===== config.mk =====
export PLATFORM = sky130hd
export DESIGN_NAME = msi_interleave_agg
export DESIGN_NICKNAME = d
export VERILOG_FILES = /design/src/rtl/msi_agg_pkg.sv /design/src/rtl/msi_inbound_router.sv /design/src/rtl/msi_group.sv /design/src/rtl/msi_read_mux.sv /design/src/rtl/msi_interleave_agg.sv
export SDC_FILE = /design/constraint.sdc
export NUM_CORES = 1
export LEC_CHECK = 0
export ABC_AREA = 1
export BUFFER_PORTS_ARGS = -buffer_cell sky130_fd_sc_hd__buf_2
export CAP_MARGIN = 20
export CORE_ASPECT_RATIO = 1.1
export CORE_MARGIN = 4
export CORE_UTILIZATION = 45
export DETAILED_ROUTE_END_ITERATION = 10
export PLACE_DENSITY = 0.72
export SYNTH_ARGS = -nofsm -noshare
export SYNTH_HDL_FRONTEND = slang
export SYNTH_SLANG_ARGS = --single-unit

===== constraint.sdc =====
create_clock -name clk -period 2.05 [get_ports clk]
set_clock_uncertainty 0.05 [all_clocks]
set_input_delay 0.205 -clock clk [delete_from_list [all_inputs] [get_ports clk]]
set_output_delay 0.205 -clock clk [all_outputs]
set_load 0.05 [all_outputs]

===== src/rtl/msi_agg_pkg.sv =====
package msi_agg_pkg;

    localparam int ADDR_W   = 12;
    localparam int DATA_W   = 32;
    localparam int GROUPS   = 8;
    localparam int GBITS    = 4;
    localparam int VECTORS  = GROUPS * GBITS;
    localparam int VEC_W    = $clog2(VECTORS);
    localparam int GRP_W    = $clog2(GROUPS);
    localparam int BIT_W    = $clog2(GBITS);
    localparam int STRIDE_W = 4;

    localparam logic [ADDR_W-1:0] DOORBELL_OFS = 12'h054;
    localparam logic [ADDR_W-1:0] ACK_OFS      = 12'h050;
    localparam logic [ADDR_W-1:0] GRP_BASE     = 12'h100;
    localparam logic [ADDR_W-1:0] GRP_END      = GRP_BASE + ADDR_W'(GROUPS << STRIDE_W);
    localparam int                ACK_MSI_BASE = 4;

    typedef enum logic [2:0] {
        SEL_NONE,
        SEL_PEND,
        SEL_EN_SET,
        SEL_EN_CLR,
        SEL_ACK
    } sel_kind_e;

    typedef struct packed {
        sel_kind_e        kind;
        logic [GRP_W-1:0] grp;
    } reg_sel_t;

    typedef struct packed {
        logic [GRP_W-1:0] grp;
        logic [BIT_W-1:0] pos;
    } vec_route_t;

    function automatic reg_sel_t decode_addr(input logic [ADDR_W-1:0] a);
        reg_sel_t          s;
        logic [ADDR_W-1:0] off;
        s.kind = SEL_NONE;
        off    = a - GRP_BASE;
        s.grp  = off[STRIDE_W +: GRP_W];
        if (a == ACK_OFS) begin
            s.kind = SEL_ACK;
        end else if (a >= GRP_BASE && a < GRP_END) begin
            case (off[STRIDE_W-1:0])
                4'h4:    s.kind = SEL_PEND;
                4'h8:    s.kind = SEL_EN_SET;
                4'hC:    s.kind = SEL_EN_CLR;
                default: s.kind = SEL_NONE;
            endcase
        end
        return s;
    endfunction

    function automatic vec_route_t route_vector(input logic [VEC_W-1:0] v);
        vec_route_t r;
        r.grp = v[GRP_W-1:0];
        r.pos = v[VEC_W-1:GRP_W];
        return r;
    endfunction

endpackage


===== src/rtl/msi_inbound_router.sv =====
module msi_inbound_router
    import msi_agg_pkg::*;
(
    input  logic              in_wr,
    input  logic [ADDR_W-1:0] in_addr,
    input  logic [DATA_W-1:0] in_data,
    output logic [VECTORS-1:0] set_flat
);
    vec_route_t route;
    logic       unused_in_hi;

    assign route        = route_vector(in_data[VEC_W-1:0]);
    assign unused_in_hi = ^in_data[DATA_W-1:VEC_W];

    always_comb begin
        set_flat = '0;
        if (in_wr && in_addr == DOORBELL_OFS)
            set_flat[{route.grp, route.pos}] = 1'b1;
    end
endmodule


===== src/rtl/msi_group.sv =====
module msi_group #(
    parameter int NBITS = 4
) (
    input  logic             clk,
    input  logic             rst,
    input  logic [NBITS-1:0] set_bits,
    input  logic [NBITS-1:0] clr_bits,
    input  logic [NBITS-1:0] en_on,
    input  logic [NBITS-1:0] en_off,
    input  logic             ack,
    output logic [NBITS-1:0] pend,
    output logic [NBITS-1:0] en,
    output logic             line
);
    logic ack_hold;

    always_ff @(posedge clk) begin
        if (rst) begin
            pend     <= '0;
            en       <= '0;
            ack_hold <= 1'b0;
        end else begin
            pend     <= (pend & ~clr_bits) | set_bits;
            en       <= (en | en_on) & ~en_off;
            ack_hold <= ack;
        end
    end

    assign line = (|(pend & en)) && !ack_hold;
endmodule


===== src/rtl/msi_read_mux.sv =====
module msi_read_mux
    import msi_agg_pkg::*;
(
    input  reg_sel_t           sel,
    input  logic [VECTORS-1:0] pend_flat,
    input  logic [VECTORS-1:0] en_flat,
    output logic [DATA_W-1:0]  rdata
);
    always_comb begin
        rdata = '0;
        case (sel.kind)
            SEL_PEND:               rdata[GBITS-1:0] = pend_flat[sel.grp*GBITS +: GBITS];
            SEL_EN_SET, SEL_EN_CLR: rdata[GBITS-1:0] = en_flat[sel.grp*GBITS +: GBITS];
            default:                rdata = '0;
        endcase
    end
endmodule


===== src/rtl/msi_interleave_agg.sv =====
module msi_interleave_agg
    import msi_agg_pkg::*;
(
    input  logic              clk,
    input  logic              rst,
    input  logic              cfg_wr,
    input  logic [11:0]       cfg_addr,
    input  logic [31:0]       cfg_wdata,
    output logic [31:0]       cfg_rdata,
    input  logic              in_wr,
    input  logic [11:0]       in_addr,
    input  logic [31:0]       in_data,
    output logic [7:0]        irq
);
    reg_sel_t           sel;
    logic [VECTORS-1:0] set_flat;
    logic [VECTORS-1:0] status_all;
    logic [VECTORS-1:0] enable_all;

    assign sel = decode_addr(cfg_addr);

    msi_inbound_router i_router (
        .in_wr    (in_wr),
        .in_addr  (in_addr),
        .in_data  (in_data),
        .set_flat (set_flat)
    );

    for (genvar g = 0; g < GROUPS; g++) begin : g_grp
        logic             hit;
        logic [GBITS-1:0] clr_bits, en_on, en_off;
        logic             ack;

        assign hit      = cfg_wr && (sel.grp == GRP_W'(g));
        assign clr_bits = (hit && sel.kind == SEL_PEND)   ? cfg_wdata[GBITS-1:0] : '0;
        assign en_on    = (hit && sel.kind == SEL_EN_SET) ? cfg_wdata[GBITS-1:0] : '0;
        assign en_off   = (hit && sel.kind == SEL_EN_CLR) ? cfg_wdata[GBITS-1:0] : '0;
        assign ack      = cfg_wr && sel.kind == SEL_ACK
                          && cfg_wdata == DATA_W'(g + ACK_MSI_BASE);

        msi_group #(.NBITS(GBITS)) i_group (
            .clk      (clk),
            .rst      (rst),
            .set_bits (set_flat[g*GBITS +: GBITS]),
            .clr_bits (clr_bits),
            .en_on    (en_on),
            .en_off   (en_off),
            .ack      (ack),
            .pend     (status_all[g*GBITS +: GBITS]),
            .en       (enable_all[g*GBITS +: GBITS]),
            .line     (irq[g])
        );
    end

    msi_read_mux i_rmux (
        .sel       (sel),
        .pend_flat (status_all),
        .en_flat   (enable_all),
        .rdata     (cfg_rdata)
    );
endmodule


# After elaboration in Yosys (flattened, before gate mapping)
# Cells that the tools add are included.
[totals]
reg_bits = 72
in_bits = 92
elab_cells = 212
[classes]
add_sub_neg = 1
n_lt_le_gt_ge = 4
eq_ne = 24
n_shift = 2
muxes = 31
bitwise = 56
reduce_logical = 70
[op_table]
columns = ["operator", "n"]
rows = [
  ["$eq A32 B3 Y1 const B", 4],
  ["$eq A32 B4 Y1 const B", 4],
  ["$and A4 B4 Y4", 24],
  ["$mux W4", 24],
  ["$not A4 Y4", 16],
  ["$or A4 B4 Y4", 16],
  ["$shiftx A32 B6 Y4", 2],
  ["$logic_and A1 B1 Y1", 52],
  ["$mux W32", 1],
  ["$reduce_or A4 Y1", 8],
  ["$eq A12 B7 Y1 const B", 2],
  ["$eq A3 B3 Y1 const B", 5],
  ["$eq A3 B2 Y1 const B", 4],
  ["$ge A12 B9 Y1 const B", 1],
  ["$lt A12 B9 Y1 const B", 1],
  ["$eq A4 B4 Y1 const B", 2],
  ["$logic_not A1 Y1", 8],
  ["$pmux W4 S2", 1],
  ["$sub A7 B1 Y7 const B", 1],
  ["$eq A3 B1 Y1 const B", 2],
  ["$lt A5 B6 Y1 const B", 1],
  ["$pmux W2 S3", 1],
  ["$demux W1 S5", 1],
  ["$ge A5 B1 Y1 const B", 1],
  ["other kinds (6)", 6],
]

# Logic depth before layout (Yosys ltp)
[depth]
ltp_word = 11
mapped_depth = 11
depth_no_buf = 10

# By module
# Synthesis repeated with hierarchy kept, for this count alone.
[hier_totals]
hier_cells = 842
area_unflattened_um2 = 5143.7
[modules_own_cells]
columns = ["mod", "n_inst", "cells_per_inst", "area_per_inst_um2", "seq_area_each_um2"]
rows = [
  ["msi_group", 8, 40, 340.3, 180.2],
  ["msi_interleave_agg", 1, 226, 1094.8, 0.0],
  ["msi_read_mux", 1, 196, 934.6, 0.0],
  ["msi_inbound_router", 1, 100, 391.6, 0.0],
]

# Least setup slack after synthesis
# Ideal clock, no wire load.
[synth_timing]
kind = "input -> output"
startpoint = "input cfg_addr[1]"
endpoint = "output cfg_rdata[0]"
t_arrival_ns = 1.844
required_ns = 1.795
path_slack_ns = -0.049
cell_stages = 11
path_cell_list = "nor2_2 > nand2_1 > nor2_4 > buf_6 > buf_6 > nand2_1 > o211ai_1 > nand2_1 > nor2_1 > nor2_1 > nor2_1"
[synth_via]
elab_chain_len = 8
[synth_rtl]
columns = ["item", "line_no", "rtl"]
rows = [
  ["start, declared", "msi_interleave_agg.sv:7", "input logic [11:0] cfg_addr,"],
  ["$sub A7 B1 Y7", "msi_agg_pkg.sv:41", "off = a - GRP_BASE;"],
  ["$eq A4 B4 Y1 / $eq A4 B3 Y1 (equally long branches)", "msi_agg_pkg.sv:46", "case (off[STRIDE_W-1:0])"],
  ["$pmux W2 S3", "msi_agg_pkg.sv:46", ""],
  ["$mux W2", "msi_agg_pkg.sv:45", "end else if (a >= GRP_BASE && a < GRP_END) begin"],
  ["$mux W3", "msi_agg_pkg.sv:43", "if (a == ACK_OFS) begin"],
  ["$eq A3 B2 Y1", "msi_read_mux.sv:11", "case (sel.kind)"],
  ["$reduce_or A2 Y1", "msi_read_mux.sv:11", ""],
  ["$pmux W4 S2 *", "msi_read_mux.sv:11", ""],
  ["end, declared", "msi_interleave_agg.sv:9", "output logic [31:0] cfg_rdata,"],
]
# Mark *: on every way between the ends. The rest lies on a longest branch, timed or not.

# Final worst setup path
[layout_timing]
startpoint = "input cfg_addr[11]"
endpoint = "output cfg_rdata[2]"
[layout_via]
elab_chain_len = 7
[layout_rtl]
columns = ["item", "line_no"]
rows = [
  ["$ge A12 B9 Y1 / $lt A12 B9 Y1 (equally long branches)", "msi_agg_pkg.sv:45"],
  ["$logic_and A1 B1 Y1", "msi_agg_pkg.sv:45"],
  ["$mux W2", "msi_agg_pkg.sv:45"],
  ["$mux W3 *", "msi_agg_pkg.sv:43"],
  ["$eq A3 B2 Y1", "msi_read_mux.sv:11"],
  ["$reduce_or A2 Y1", "msi_read_mux.sv:11"],
  ["$pmux W4 S2 *", "msi_read_mux.sv:11"],
]
# Marks and branches as above.

==> results.cfg <==
[run_status]
status = finished, final reports clean

[die]
io_pins = 132
start_util_pct = 46.20
design.core.area_mm2 = 0.008919
fp.dieW_um = 99.24
die-area_mm2 = 0.01075
rows = 36
chipHeight_um = 108.4

[power_and_ir_drop]
total_leakage_power_uw = 0.001845
p_per_area_mw_per_mm2 = 617.0
ir_drop_uv = 371.4
finalPower_uw = 2976

[clock_tree]
htree_levels = 3
cts_hold_buf = 0
cts-buffers-inserted = 9
clkLatencyLatePin_ns = 0.35
cts_root_buffer = clkbuf_8
clk_path_buf_depth = 2
clock_sinks = 72
path_clk_slew_ns = 0.07
cts_tree = yes

[detailed_routing]
totalWireLength_um = 13000
drt_pre_antenna_iters = 5
wire_per_inst_um = 15.97
via_per_inst = 5.520
ant_nets = 0
drt_iter0_markers = 396
vias = 4493
drc_errors = 0

[timing]
worst_pin_slew_ns = 0.7449
layout_min_cycle_time_ns = 1.980
timing.hold.ws_ns = 0.09079
relSlewSlack_pct = 49.96
drv_slew = 0
fin_crit_sh_pct = 96.61
setup_viol = 0
rsz0062_at_grt = yes
finalHoldViolCount = 0
fmax_ghz = 0.5049

[worst_hold_path]
hold_path_class = in2reg

[global_routing]
antenna_found_initial = 0
grt.total_usage_pct = 23.73
grt_overflow = 0
grt_pass1_vias = 4153
grt_start_max_net_pins = 65
grt_util_met2_pct = 39.97
grtUsageMet3_pct = 4.452
top_usage_layer = met2
grtUsageMet1_pct = 29.14
grt_pass1_wl_um = 19970

[synthesis]
synth_cells = 619
syn_area_per_cell_um2 = 6.656
ys_types = 33
synth_area_mm2 = 0.004120
synth_top_area_cell = dfxtp_1
synth_top_area_share_pct = 34.98
ys_seq_area_share_pct = 34.98
yosys_warnings = 0
ys_ff_latch = 72
synthTopCellsByArea = dfxtp_1 (35%), nand2_1 (11%), nor2_1 (8.5%)

[placement]
io_buffers = 76
place_area_mm2 = 0.004541
place.gp.congestion = 0.9045
dp_hpwl_um = 9482
place_inst = 797

[final_layout]
drive_gt1_share_pct = 20.00
layout_commonest_cell = nand2_1
layout_common_cells = nand2_1 (120), nor2_1 (85), buf_2 (73)
fin_nets = 787
fill_cells = 899
fin_area_mm2 = 0.004823
fin_cells = 814
layout-area-overhead-vs-synth_pct = 17.07
antenna_cells = 0

[critical_path]
endpoint_kind = output pin
required_ns = 1.79
start_kind = primary input
arrival_ns = 1.73
cp_max_fo = 15
criticalPathCategory = in2out

[flow_run]
cap_violations = 0
cell families after synthesis:
family / count (synthesis) / synth area share (%)
buffers and inverters: 97 / 12.75
AOI/OAI and AO/OA: 140 / 18.95
DFF: 72 / 34.98
other: 1 / 0.09101
and+or+nand+nor: 309 / 33.22
cell type report:
type                            instances  area, um2  share of cell area [%]
Tap cell                              114      142.6                   2.957
Sequential cell                        72       1441                   29.88
Clock buffer                           12      155.1                   3.217
Timing Repair Buffer                   98      593.1                   12.30
Clock inverter                          4      52.55                   1.089
Inverter                               37      142.6                   2.957
Multi-Input combinational cell        477       2296                   47.60
report_power, final:
part	total [uW]	internal, uW	leakage (uW)	switching [uW]
Clock	1170	629	0.0000948	546
Combinational	404	98.5	0.00117	306
Sequential	1400	1400	0.000580	0.0906
worst paths after layout:
kind	start	to	slack, ns	depth (start not counted)
setup / recovery	cfg_addr[11]	cfg_rdata[2]	0.07	10
hold / removal	cfg_wdata[1]	g_grp[3].i_group.ack_hold$_SDFF_PP0_	0.09	3
setup reg to reg	g_grp[5].i_group.en[2]$_SDFF_PP0_	g_grp[5].i_group.en[2]$_SDFF_PP0_	1.22	4
hold reg to reg	g_grp[3].i_group.pend[3]$_SDFF_PP0_	g_grp[3].i_group.pend[3]$_SDFF_PP0_	0.43	2
metrics by stage:
step | setup slack, ns | utilization (%) | TNS [ns]
4_1_cts | 0.007281 | 53.24 | 0
3_3_place_gp | 0.03030 | 50.91 | 0
6_report | 0.06951 | 54.08 | 0
5_1_grt | -0.06042 | 54.08 | -0.09947
3_5_place_dp | 0.009185 | 50.91 | 0
2_1_floorplan | 0.04243 | - | 0
critical path: stages:
cell	delay [ns]
buf_2	0.11
nor2_4	0.13
nand3_4	0.09
nor2_4	0.24
clkinvlp_4	0.15
buf_12	0.16
nand2_1	0.15
nand2_1	0.07
nor2_1	0.13
buf_2	0.29
Yosys cell counts (all sizes together):
cell type and n:
inv 34, clkinv 3, and3 1, o21ai 67, nor3b 1, nor3 10, nand4 3, nand3b 1
nor4 9, a21oi 32, conb 1, nand2 126, nand3 59, clkbuf 15, nor2 99, a22o 2
o211ai 3, o22ai 28, dfxtp 72, buf 45, a41oi 7, a221oi 1
metal layers:
layer / routed length, um / up-vias
li1: - / 2182
met1: 5122 / 2067
met2: 6439 / 205
met3: 1038 / 39
met4: 397 / 0
met5: 0 / -
timing repair:
item	CTS	global route
buffers inserted	0	1
setup endpoints to repair	0	4
gates resized for setup	0	21
registers in the layout (all words and copies together) (netlist names):
| name | count |
|---|---|
| g_grp.i_group.ack_hold | 8 |
| g_grp.i_group.en | 32 |
| g_grp.i_group.pend | 32 |
Note: power is estimated with default switching activity, not from simulation.
